[config.mk]
export PLATFORM = sky130hd
export DESIGN_NAME = slowbus_bridge
export DESIGN_NICKNAME = d
export VERILOG_FILES = /design/src/rtl/sbb_pkg.sv /design/src/rtl/sbb_phase.sv /design/src/rtl/sbb_lanes.sv /design/src/rtl/slowbus_bridge.sv
export SDC_FILE = /design/constraint.sdc
export NUM_CORES = 1
export LEC_CHECK = 0
export BUFFER_PORTS_ARGS = -buffer_cell sky130_fd_sc_hd__buf_2
export CORE_UTILIZATION = 41
export CTS_CLUSTER_SIZE = 8
export DETAILED_ROUTE_END_ITERATION = 8
export PLACE_DENSITY = 0.7
export SETUP_SLACK_MARGIN = 0.1
export SYNTH_ARGS = -nofsm -noshare
export SYNTH_HDL_FRONTEND = slang
export SYNTH_SLANG_ARGS = --single-unit
[constraint.sdc]
create_clock -name clk -period 2.7 [get_ports clk]
set_input_delay 0.675 -clock clk [delete_from_list [all_inputs] [get_ports clk]]
set_output_delay 0.675 -clock clk [all_outputs]
set_load 0.05 [all_outputs]
[src/rtl/sbb_pkg.sv]
package sbb_pkg;
    localparam int LANES = 2;

    typedef enum logic [2:0] {
        S_IDLE,
        S_SYNC,
        S_XFER_LO,
        S_XFER_HI,
        S_SETTLE,
        S_PEEK,
        S_REPLY
    } sbb_state_t;
endpackage

[src/rtl/sbb_phase.sv]
module sbb_phase #(
    parameter int unsigned F_FAST = 15000000,
    parameter int unsigned F_SLOW = 783360
) (
    input  logic clk,
    input  logic rst_n,
    output logic wrap_o,
    output logic par_o,
    output logic acc_zero_o
);
    localparam longint unsigned STEP  = 2 * longint'(F_SLOW);
    localparam int              ACC_W = $clog2(longint'(F_FAST) + STEP + 1);
    localparam logic [ACC_W-1:0] STEP_V = ACC_W'(STEP);
    localparam logic [ACC_W-1:0] MOD_V  = ACC_W'(F_FAST);

    logic [ACC_W-1:0] acc_q, sum, acc_n;
    logic             par_q;

    always_comb begin
        sum    = acc_q + STEP_V;
        wrap_o = (sum >= MOD_V);
        acc_n  = wrap_o ? (sum - MOD_V) : sum;
    end

    always_ff @(posedge clk or negedge rst_n) begin
        if (!rst_n) begin
            acc_q <= '0;
            par_q <= 1'b0;
        end else begin
            acc_q <= acc_n;
            if (wrap_o) par_q <= ~par_q;
        end
    end

    assign par_o      = par_q;
    assign acc_zero_o = (acc_q == '0);

    assert_acc_bounded_R1: assert property (@(posedge clk) disable iff (!rst_n)
        acc_q < MOD_V);
    assert_parity_on_wrap_R1: assert property (@(posedge clk) disable iff (!rst_n)
        (par_q != $past(par_q)) |-> $past(wrap_o));
endmodule

[src/rtl/sbb_lanes.sv]
module sbb_lanes import sbb_pkg::*; #(
    parameter int BYTE_W = 8
) (
    input  logic                    clk,
    input  logic                    rst_n,
    input  sbb_state_t              state,
    input  logic                    we_q,
    input  logic [LANES-1:0]        be_q,
    input  logic [BYTE_W*LANES-1:0] wdata_q,
    input  logic [BYTE_W-1:0]       per_rdata,
    output logic                    per_wr,
    output logic                    per_rd,
    output logic [BYTE_W-1:0]       per_wdata,
    output logic [BYTE_W*LANES-1:0] cpu_rdata
);
    logic              lane_act;
    logic              lane_hi;
    logic [BYTE_W-1:0] rd_q;

    always_comb begin
        lane_act  = (state == S_XFER_LO) || (state == S_XFER_HI);
        lane_hi   = (state == S_XFER_HI);
        per_wr    = lane_act && we_q && be_q[lane_hi];
        per_wdata = lane_hi ? wdata_q[BYTE_W +: BYTE_W] : wdata_q[0 +: BYTE_W];
        per_rd    = (state == S_XFER_LO) && !we_q;
    end

    always_ff @(posedge clk or negedge rst_n) begin
        if (!rst_n)
            rd_q <= '0;
        else if (((state == S_XFER_LO) && !we_q) || (state == S_PEEK))
            rd_q <= per_rdata;
    end

    for (genvar g = 0; g < LANES; g++) begin : g_rep
        assign cpu_rdata[g*BYTE_W +: BYTE_W] = rd_q;
    end

    assert_hi_follows_lo_R3: assert property (@(posedge clk) disable iff (!rst_n)
        (state == S_XFER_HI) |-> ($past(state) == S_XFER_LO));
endmodule

[src/rtl/slowbus_bridge.sv]
module slowbus_bridge import sbb_pkg::*; #(
    parameter int unsigned F_FAST  = 15000000,
    parameter int unsigned F_SLOW  = 783360,
    parameter int          ADDR_W  = 12,
    parameter int          SEL_LSB = 8,
    parameter int          SEL_W   = 4,
    parameter int          BYTE_W  = 8
) (
    input  logic                    clk,
    input  logic                    rst_n,
    input  logic                    cpu_req,
    input  logic                    cpu_we,
    input  logic                    cpu_dbg,
    input  logic [ADDR_W-1:0]       cpu_addr,
    input  logic [LANES-1:0]        cpu_be,
    input  logic [BYTE_W*LANES-1:0] cpu_wdata,
    output logic [BYTE_W*LANES-1:0] cpu_rdata,
    output logic                    cpu_ready,
    output logic [SEL_W-1:0]        per_sel,
    output logic                    per_wr,
    output logic                    per_rd,
    output logic [BYTE_W-1:0]       per_wdata,
    input  logic [BYTE_W-1:0]       per_rdata
);
    sbb_state_t state, state_n;
    logic [1:0] need_q, need_n, need_init;
    logic       wrap, par, acc_zero;

    logic [SEL_W-1:0]        sel_q;
    logic                    we_q;
    logic [LANES-1:0]        be_q;
    logic [BYTE_W*LANES-1:0] wdata_q;

    sbb_phase #(.F_FAST(F_FAST), .F_SLOW(F_SLOW)) u_phase (
        .clk        (clk),
        .rst_n      (rst_n),
        .wrap_o     (wrap),
        .par_o      (par),
        .acc_zero_o (acc_zero)
    );

    // Half-slow wraps still needed before the mid point of the next slow cycle
    always_comb need_init = (par ? 2'd2 : 2'd3) - {1'b0, wrap};

    // Next state
    always_comb begin
        state_n = state;
        need_n  = need_q;
        if (wrap && (need_q != 2'd0)) need_n = need_q - 2'd1;
        unique case (state)
            S_IDLE: begin
                if (cpu_req) begin
                    if (cpu_dbg && !cpu_we) begin
                        state_n = S_PEEK;
                    end else begin
                        need_n  = need_init;
                        state_n = (need_init == 2'd1) ? S_XFER_LO : S_SYNC;
                    end
                end
            end
            S_SYNC:    if (need_n == 2'd1) state_n = S_XFER_LO;
            S_XFER_LO: state_n = S_XFER_HI;
            S_XFER_HI: state_n = S_SETTLE;
            S_SETTLE:  if (cpu_ready) state_n = S_IDLE;
            S_PEEK:    state_n = S_REPLY;
            S_REPLY:   state_n = S_IDLE;
            default:   state_n = S_IDLE;
        endcase
    end

    // State register and request capture
    always_ff @(posedge clk or negedge rst_n) begin
        if (!rst_n) begin
            state   <= S_IDLE;
            need_q  <= 2'd0;
            sel_q   <= '0;
            we_q    <= 1'b0;
            be_q    <= '0;
            wdata_q <= '0;
        end else begin
            state  <= state_n;
            need_q <= need_n;
            if ((state == S_IDLE) && cpu_req) begin
                sel_q   <= cpu_addr[SEL_LSB +: SEL_W];
                we_q    <= cpu_we;
                be_q    <= cpu_be;
                wdata_q <= cpu_wdata;
            end
        end
    end

    // Outputs
    always_comb begin
        cpu_ready = ((state == S_SETTLE) && (need_q == 2'd0) && !acc_zero)
                 || (state == S_REPLY);
        per_sel   = sel_q;
    end

    sbb_lanes #(.BYTE_W(BYTE_W)) u_lanes (
        .clk       (clk),
        .rst_n     (rst_n),
        .state     (state),
        .we_q      (we_q),
        .be_q      (be_q),
        .wdata_q   (wdata_q),
        .per_rdata (per_rdata),
        .per_wr    (per_wr),
        .per_rd    (per_rd),
        .per_wdata (per_wdata),
        .cpu_rdata (cpu_rdata)
    );

    assert_ready_pulse_R2: assert property (@(posedge clk) disable iff (!rst_n)
        cpu_ready |=> !cpu_ready);
    assert_xfer_on_boundary_R3: assert property (@(posedge clk) disable iff (!rst_n)
        (state == S_XFER_LO) |-> $past(wrap) || $past(state) == S_IDLE && $past(wrap));
    assert_sel_stable_R4: assert property (@(posedge clk) disable iff (!rst_n)
        (state != S_IDLE) |=> $stable(per_sel));
    assert_peek_no_strobe_R6: assert property (@(posedge clk) disable iff (!rst_n)
        (state == S_REPLY) |-> !$past(per_rd));
endmodule

After elaboration in Yosys (flattened, before gate mapping)
Index checks and enable logic that the tools add are counted.
{ "word_totals": {"regBits": 61, "inputBits": 43, "output_inout_bits": 31} }
{ "classes": {"n_addsub": 4, "order_cmp": 2, "n_eq_ne": 11, "mux": 15, "bitwise_logic": 1, "reduce_logical": 19} }
{ "op_table": {"columns": ["operator", "n"], "rows": [
  ["$add 24x21->24 const B", 1],
  ["$ge 24x24->1 const B", 1],
  ["$logic_not 24->1", 1],
  ["$mux 24", 1],
  ["$sub 24x24->24 const B", 1],
  ["$pmux 3 s6", 1],
  ["$mux 3", 4],
  ["$mux 2", 5],
  ["$eq 3x3->1 const B", 3],
  ["$logic_and 1x1->1", 8],
  ["$mux 8", 1],
  ["$eq 3x2->1 const B", 2],
  ["$ne 2x2->1 const B", 3],
  ["$eq 2x1->1 const B", 2],
  ["$eq 3x1->1 const B", 1],
  ["$logic_not 1->1", 3],
  ["$logic_not 3->1", 1],
  ["$logic_or 1x1->1", 3],
  ["$mux 1", 3],
  ["$reduce_and 3->1", 1],
  ["$logic_not 2->1", 1],
  ["$lt 1x2->1 const B", 1],
  ["$reduce_bool 2->1", 1],
  ["$sub 2x1->2", 1],
  ["other kinds (2)", 2]
]} }

Depth between registers and ports, before layout
Gate-level depths: netlist (run 1).
{ "depth": {"depth_word": 8, "mapped_depth": 13} }

Hierarchy
From an unflattened synthesis (run 1), not the netlist that was laid out.
{ "unflattened": {"hier_cells": 315, "area_unflattened_um2": 3345.7} }
{ "modules_own_cells": {"columns": ["mod", "n_inst", "cells_per_inst", "area_per_inst_um2", "seq_area_each_um2"], "rows": [
  ["sbb_phase", 1, 158, 1421.4, 475.5],
  ["slowbus_bridge", 1, 85, 1242.4, 700.7],
  ["sbb_lanes", 1, 72, 681.9, 200.2]
]} }

Worst setup path before layout (run 1)
No wires, ideal clock.
{ "synth_timing": {"kind": "reg-to-reg", "from": "register state[0]", "to": "register u_lanes.rd_q[0]", "arrival_ns": 3.049, "required_time_ns": 2.575, "setup_slack_ns": -0.474, "stages_incl_launch_ff": 6, "synth_period_minus_slack_ns": 3.174, "cell_sequence": "dfrtp_1 > clkbuf_1 > nor4b_1 > a21o_1 > clkbuf_1 > mux2_2"} }
{ "synth_via": {"elab_chain_len": 3, "elab_cells_between_ends": 4} }
{ "synth_rtl": {"columns": ["item", "line", "source"], "rows": [
  ["from (decl)", "slowbus_bridge.sv:25", "sbb_state_t state, state_n;"],
  ["from (signal assigned)", "slowbus_bridge.sv:81", "state <= state_n;"],
  ["$eq 3x2->1", null, null],
  ["$logic_and 1x1->1", null, null],
  ["net per_rd", "slowbus_bridge.sv:21", "output logic per_rd,"],
  ["$logic_or 1x1->1", "sbb_lanes.sv:31", "else if (((state == S_XFER_LO) && !we_q) || (state == S_PEEK))"],
  ["to (signal assigned)", "sbb_lanes.sv:32", "rd_q <= per_rdata;"],
  ["to (decl)", "sbb_lanes.sv:18", "logic [BYTE_W-1:0] rd_q;"]
]} }
The timed path passes the listed nets, and every way through them passes these cells.
A chain may end at the register's enable or synchronous reset.

Final worst setup path (run 1)
{ "layout_timing": {"from": "register u_phase.acc_q[13]", "to": "output cpu_ready"} }
{ "layout_via": {"elab_chain_len": 4} }
{ "layout_rtl": {"columns": ["item", "line", "source"], "rows": [
  ["from (decl)", "sbb_phase.sv:16", "logic [ACC_W-1:0] acc_q, sum, acc_n;"],
  ["from (signal assigned)", "sbb_phase.sv:30", "acc_q <= acc_n;"],
  ["$logic_not 24->1", "sbb_phase.sv:36", "assign acc_zero_o = (acc_q == '0);"],
  ["$logic_not 1->1", "slowbus_bridge.sv:94", "cpu_ready = ((state == S_SETTLE) && (need_q == 2'd0) && !acc_zero)"],
  ["$logic_and 1x1->1", "slowbus_bridge.sv:94", null],
  ["$logic_or 1x1->1", "slowbus_bridge.sv:95", "|| (state == S_REPLY);"],
  ["to (decl)", "slowbus_bridge.sv:18", "output logic cpu_ready,"]
]} }
Every way passes these cells.

==> results.sh, run 1 <==
export IMPL_synth_fp_nets=341
export IMPL_power_density_nw_per_um2=950.1
export IMPL_worstHoldPathType="in -> async"
export IMPL_path_clk_slew_ns=0.11
export IMPL_drt_iter0_drc=156
export IMPL_violations="negative setup slack"
export IMPL_grt_max_degree=25
export IMPL_die_w_microns=89.61
export IMPL_layout_drive_gt1_share_pct=51.01
export IMPL_criticalPathCategory="reg -> out"
export IMPL_num_vias=2569
export IMPL_vias_per_cell=5.190
export IMPL_cts_tree="done"
export IMPL_dpl_hpwl_mm=4.722
export IMPL_overflow=0
export IMPL_port_buffers=65
export IMPL_cts_buffers_inserted=5
export IMPL_layout_min_cycle_time_ns=2.744
export IMPL_dieArea_sq_um=8029
export IMPL_place_congestion=0.8109
export IMPL_rsz0062_at_grt="yes"
export IMPL_yosys_warnings=0
export IMPL_ios=74
export IMPL_layout_commonest_cell="buf_2"
export IMPL_fmax_mhz=364.5
export IMPL_nFillCells=599
export IMPL_synth_area_sq_um=3147
export IMPL_setup_ws_ns=-0.04373
export IMPL_synth_cell_types=59
export IMPL_clk_latency_ns=0.31
export IMPL_core_sq_um=7331
export IMPL_routed_wl_mm=7.200
export IMPL_cts_sinks=55
export IMPL_drc=0
export IMPL_relSlewSlack_pct=63.83
export IMPL_finalClockSkew_ns=0.01495
export IMPL_ys_async_sr_fraction_pct=100.0
export IMPL_rows=31
export IMPL_status="finished, violations left"
export IMPL_placedCellCount=450
export IMPL_instances_no_fill=495
export IMPL_firstDrtPassIters=4
export IMPL_area_growth_pct=33.56
export IMPL_crit_fanout=9
export IMPL_initial_utilization_pct=42.93
export IMPL_endpoint_kind="output pin"
export IMPL_finalMaxSlewViolations=0
export IMPL_grt_pass1_vias=2425
export IMPL_die_h_microns=89.61
export IMPL_wl_per_cell_microns=14.55
export IMPL_hold_viol_final=0
export IMPL_setup_viol=1
export IMPL_clockBufferDepth=2
export IMPL_grt_pass1_wl_mm=11.62
export IMPL_dpl_instance_area_sq_um=3628
export IMPL_synth_edf_count=0
export IMPL_track_usage_pct=18.89
export IMPL_synth_seq_area_share_pct=43.74
export IMPL_required_ns=2.03
export IMPL_seq_area_sq_um=1379
export IMPL_antenna_found_initial=0
export IMPL_synth_area_per_cell_sq_um=10.74
export IMPL_htreeDepth=2
export IMPL_multi_input_area_sq_um=1743
export IMPL_tightest_slew_ns=0.5425
export IMPL_peakVddDrop_v=0.0007417
export IMPL_stdcell_area_sq_um=4203
export IMPL_final_cell_mix="buf_2, dfrtp_1, buf_4"
export IMPL_maxCapViolations=0
export IMPL_root_buffer="clkbuf_8"
export IMPL_crit_path_start_kind="flip-flop"
export IMPL_leakage_nw=1.829
export IMPL_antenna_cells=0
export IMPL_postCtsHoldBufs=0
export IMPL_ys_flop_type="dfrtp_1"
export IMPL_fin_nets=443
export IMPL_antenna_left=0
export IMPL_cp_data_arrival_time_ns=2.07
export IMPL_synth_seq_cells=55
export IMPL_synthCells=293
export IMPL_final_period_utilization_pct=101.6
where the power goes:
group	switching, mW	internal (mW)
logic	1.35	0.808
registers	0.182	1.10
clock network	0.278	0.281
total	1.81	2.19
final cells by class:
type,count,share of cell area [%]
Sequential cell,55,32.81
Clock buffer,6,1.727
Tap cell,99,2.947
Multi-Input combinational cell,204,41.47
Clock inverter,2,0.9229
Timing Repair Buffer,120,19.32
Inverter,9,0.8038
final timing paths:
kind                       depth (start not counted)                         start  slack [ns]                      endpoint
min in group clk                                   1  u_phase.acc_q[9]$_DFFE_PN0N_        0.50  u_phase.acc_q[9]$_DFFE_PN0N_
max                                                6   u_phase.acc_q[13]$_DFF_PN0_       -0.04                     cpu_ready
max reg2reg                                        9   u_phase.acc_q[11]$_DFF_PN0_        0.01          state[0]$_DFFE_PN0P_
min                                                1                         rst_n        0.34   u_phase.acc_q[20]$_DFF_PN0_
max in group asynchronous                          2                         rst_n        1.71        wdata_q[8]$_DFFE_PN0P_
min reg2reg                                        1  u_phase.acc_q[9]$_DFFE_PN0N_        0.50  u_phase.acc_q[9]$_DFFE_PN0N_
kinds of logic after synthesis:
kind of cell	after synthesis	share of synthesized area [%]
DFF	55	43.74
and+or+nand+nor	89	15.86
buffers and inverters	34	5.726
xor gates and xnor gates	20	5.567
adders and majority gates	5	1.988
AOI/OAI and AO/OA	46	11.57
muxes	44	15.55
metrics by stage:
step	util, %	setup TNS (ns)	total power, mW	hold slack (ns)	setup slack (ns)
2_1_floorplan	-	-0.07346	2.878	0.3794	-0.06918
3_3_place_gp	49.50	0	3.154	0.4617	0.06803
3_5_place_dp	49.50	0	3.200	0.4654	0.03128
4_1_cts	55.79	-0.002022	3.940	0.3576	-0.002022
5_1_grt	57.33	-0.4501	4.209	0.3737	-0.1637
6_report	57.33	-0.04373	3.993	0.3357	-0.04373
timing repair:
item,4_1_cts,5_1_grt
gates cloned,0,1
hold endpoints to repair,0,0
resized for setup,19,20
pin swaps,11,14
setup buffers,36,5
endpoints found under the setup margin,11,11
sequential cells by signal, summed over array words and instances, names as in the netlist:
name and flops:
be_q 2, need_q 2, per_sel 4, state 3, u_lanes.rd_q 8, u_phase.acc_q 18
u_phase.par_o 1, wdata_q 16, we_q 1
synth_stat cells (2+ instances only):
cell type / instances / area [sq um]
and3_1: 3 / 18.77
a211o_1: 2 / 17.52
nand4b_1: 2 / 17.52
a31oi_1: 4 / 25.02
dfrtp_1: 55 / 1376
buf_2: 3 / 15.01
mux2i_1: 5 / 50.05
nand2_1: 27 / 101.4
nand4_1: 3 / 18.77
inv_1: 9 / 33.78
or3_1: 3 / 18.77
mux2_2: 39 / 439.2
nand3_1: 9 / 45.04
buf_4: 11 / 82.58
xor2_1: 5 / 43.79
nor2_1: 12 / 45.04
nor3b_1: 2 / 15.01
and2_1: 4 / 25.02
a21oi_1: 13 / 65.06
nand3b_1: 2 / 15.01
nand2b_1: 3 / 18.77
clkbuf_1: 10 / 37.54
nor4b_1: 2 / 17.52
or4_1: 2 / 15.01
ha_1: 5 / 62.56
xnor2_1: 15 / 131.4
nor3_1: 6 / 30.03
o21ai_0: 6 / 30.03
metal layers:
| metal | global-route usage [%] | up-vias | share of wire, % |
|---|---|---|---|
| met2 | 31.27 | 58 | 51 |
| met1 | 25.09 | 1263 | 44 |
| met4 | 5.483 | 0 | 1.4 |
| li1 | - | 1238 | - |
| met5 | 0 | - | 0 |
| met3 | 3.931 | 10 | 4.1 |
critical path: stages (launching register included):
cell and delay, ns:
dfrtp_2 0.49, nor4_4 0.33, nand2_1 0.11, or3_4 0.39
a21oi_4 0.18, nor3b_2 0.07, buf_6 0.17
Power figures use the tool's default switching activity.
==> inputs of run 2 (changes only) <==
MAX_ROUTING_LAYER = met4   (was not set)
PLACE_DENSITY = 0.68   (was 0.7)
clock period = 2.62 ns   (was 2.7 ns; I/O delays follow)
==> run 2 against run 1 <==
Compared with the run above:
- the flow still finishes with violations (negative setup slack)
- clock power is 5.5% lower
- design area is 3.0% lower
- first-iteration DRC count down 26%
- cell count decreased by 2.6%
- global-route usage decreased by 1.2 points
- clock skew shrank 0.0054 ns
- via count is 4.3% lower
- critical endpoint is now state[0]$_DFFE_PN0P_
==> results.sh, run 2 (synthesis results as in run 1) <==
export IMPL_dpl_hpwl_mm=4.825
export IMPL_crit_fanout=4
export IMPL_finalMaxSlewViolations=0
export IMPL_largest_reg_flops=18
export IMPL_cp_cell_sequence="buf_6 -> ha_4 -> buf_4 -> or4bb_1 -> a21oi_2 -> o2bb2ai_2 -> o221ai_4 -> and2_4 -> ha_4 -> nand2_1 -> a21oi_2 -> nor3_1 -> a31o_1"
export IMPL_htreeDepth=2
export IMPL_fin_tns_setup_ns=-0.1378
export IMPL_dieArea_sq_um=8029
export IMPL_routed_wl_mm=6.829
export IMPL_layout_drive_gt1_share_pct=50.65
export IMPL_power_density_nw_per_um2=942.6
export IMPL_fmax_mhz=374.6
export IMPL_place_congestion=0.8062
export IMPL_clk_latency_ns=0.32
export IMPL_worstHoldPathType="in -> async"
export IMPL_track_usage_pct=17.73
export IMPL_die_w_microns=89.61
export IMPL_criticalPathCategory="reg -> reg"
export IMPL_antenna_found_initial=0
export IMPL_crit_path_start_kind="flip-flop"
export IMPL_layout_commonest_cell="buf_2"
export IMPL_root_buffer="clkbuf_8"
export IMPL_cts_buffers_inserted=5
export IMPL_seq_area_sq_um=1380
export IMPL_die_h_microns=89.61
export IMPL_post_place_ws_ns=-0.04002
export IMPL_layout_min_cycle_time_ns=2.670
export IMPL_largest_register="u_phase.acc_q"
export IMPL_overflow=0
export IMPL_area_growth_pct=29.50
export IMPL_setup_viol=3
export IMPL_clockBufferDepth=2
export IMPL_cp_data_arrival_time_ns=2.88
export IMPL_setup_ws_ns=-0.04961
export IMPL_tightest_slew_ns=0.6446
export IMPL_status="finished, violations left"
export IMPL_drc=0
export IMPL_cts_sinks=55
export IMPL_r2r_start="u_phase.acc_q[11]$_DFF_PN0_"
export IMPL_firstDrtPassIters=4
export IMPL_reg_top3="u_phase.acc_q x18, wdata_q x16, u_lanes.rd_q x8"
export IMPL_violations="negative setup slack"
export IMPL_core_sq_um=7331
export IMPL_antenna_left=0
export IMPL_initial_utilization_pct=42.93
export IMPL_endpoint_kind="flip-flop"
export IMPL_nFillCells=623
export IMPL_required_ns=2.83
export IMPL_maxCapViolations=0
export IMPL_reg2regPathDepth=13
export IMPL_worst_path_buf_inv=2
export IMPL_rsz0062_at_grt="yes"
export IMPL_grt_pass1_wl_mm=10.66
export IMPL_cpMaxStageDelayCell="or4bb_1"
export IMPL_total_power_mw=3.841
export IMPL_path_clk_slew_ns=0.12
export IMPL_reg2reg_to="state[0]$_DFFE_PN0P_"
export IMPL_multi_input_area_sq_um=1783
export IMPL_crit_family="simple AND/OR/NAND/NOR gates"
export IMPL_grt_pass1_vias=2312
export IMPL_port_buffers=65
export IMPL_leakage_nw=1.773
export IMPL_grt_max_degree=25
export IMPL_slowest_delay_ns=0.48
export IMPL_final_cell_mix="buf_2, dfrtp_1, buf_4"
export IMPL_ios=74
export IMPL_postCtsHoldBufs=0
export IMPL_rows=31
export IMPL_vias_per_cell=5.100
export IMPL_num_vias=2458
export IMPL_antenna_cells=0
export IMPL_cts_tree="done"
export IMPL_hold_viol_final=0
export IMPL_drt_iter0_drc=115
export IMPL_fin_hold_ws_ns=0.2998
export IMPL_wl_per_cell_microns=14.17
export IMPL_rrSetupSlack_ns=-0.05
export IMPL_relSlewSlack_pct=56.64
export IMPL_final_period_utilization_pct=101.9
export IMPL_fin_nets=430
export IMPL_peakVddDrop_v=0.0007855
export IMPL_finalClockSkew_ns=0.009521
[run 2: changes by cell type in the layout (fill, tap and decap cells not counted), sizes merged]
cell / delta
buf: -12
clkbuf: -2
inv: +2
bufinv: -1
[run 2: metal layers]
metal / up-vias / global-route usage [%] / wire length, microns
met5: - / - / 0
met4: 0 / 3.896 / 65
met3: 4 / 3.016 / 195
met2: 42 / 27.89 / 3468
met1: 1203 / 24.10 / 3100
li1: 1209 / - / -
[run 2: worst max-delay path by stage]
| stage | start | end | slack (ns) | cells after the start |
|---|---|---|---|---|
| 6_report | u_phase.acc_q[11]$_DFF_PN0_ | state[0]$_DFFE_PN0P_ | -0.05 | 13 |
| 5_1_grt | u_phase.acc_q[11]$_DFF_PN0_ | u_phase.acc_q[15]$_DFF_PN0_ | -0.15 | 10 |
| 4_1_cts | u_phase.acc_q[11]$_DFF_PN0_ | cpu_ready | -0.06 | 7 |
| 3_5_place_dp | u_phase.acc_q[15]$_DFF_PN0_ | u_phase.acc_q[15]$_DFF_PN0_ | -0.04 | 8 |
| 3_3_place_gp | u_phase.acc_q[15]$_DFF_PN0_ | u_phase.acc_q[15]$_DFF_PN0_ | -0.03 | 8 |
| 2_1_floorplan | u_phase.acc_q[12]$_DFF_PN0_ | state[0]$_DFFE_PN0P_ | -0.04 | 12 |
[run 2: through the flow]
step	utilization (%)	area (sq um)	cells
finish	55.59	4075	482
global route	55.59	4075	482
CTS	54.63	4005	478
detailed placement	50.96	3736	462
global placement	50.96	3736	462
floorplan	-	3209	293
[run 2: layout make-up]
cell class / count / area share (%)
inverters: 9 / 0.8290
well taps: 99 / 3.040
clock inverters: 3 / 0.7676
flip-flops and latches: 55 / 33.87
repair buffers: 107 / 16.06
clock buffers: 5 / 1.689
multi-input cells: 204 / 43.75
[run 2: power breakdown]
part / internal, mW / switching (mW)
Clock: 0.206 / 0.322
Sequential: 1.13 / 0.182
Combinational: 0.683 / 1.32
Total: 2.02 / 1.82
[run 2: worst reg2reg max path, delay by kind of cell (launching register included)]
family	cells	cell delay, ns
flip-flops	1	0.41
AND/OR/NAND/NOR	4	0.82
adder cells (fa/ha/maj)	2	0.30
AO/OA/AOI/OAI	5	0.78
buffers and inverters	2	0.26
[run 2: repair_timing]
item                                    4_1_cts  5_1_grt
gates resized for setup                      23        7
endpoints found under the hold margin         0        0
endpoints found under the setup margin       21       19
setup buffers                                 8        4
pin swaps                                    10        3
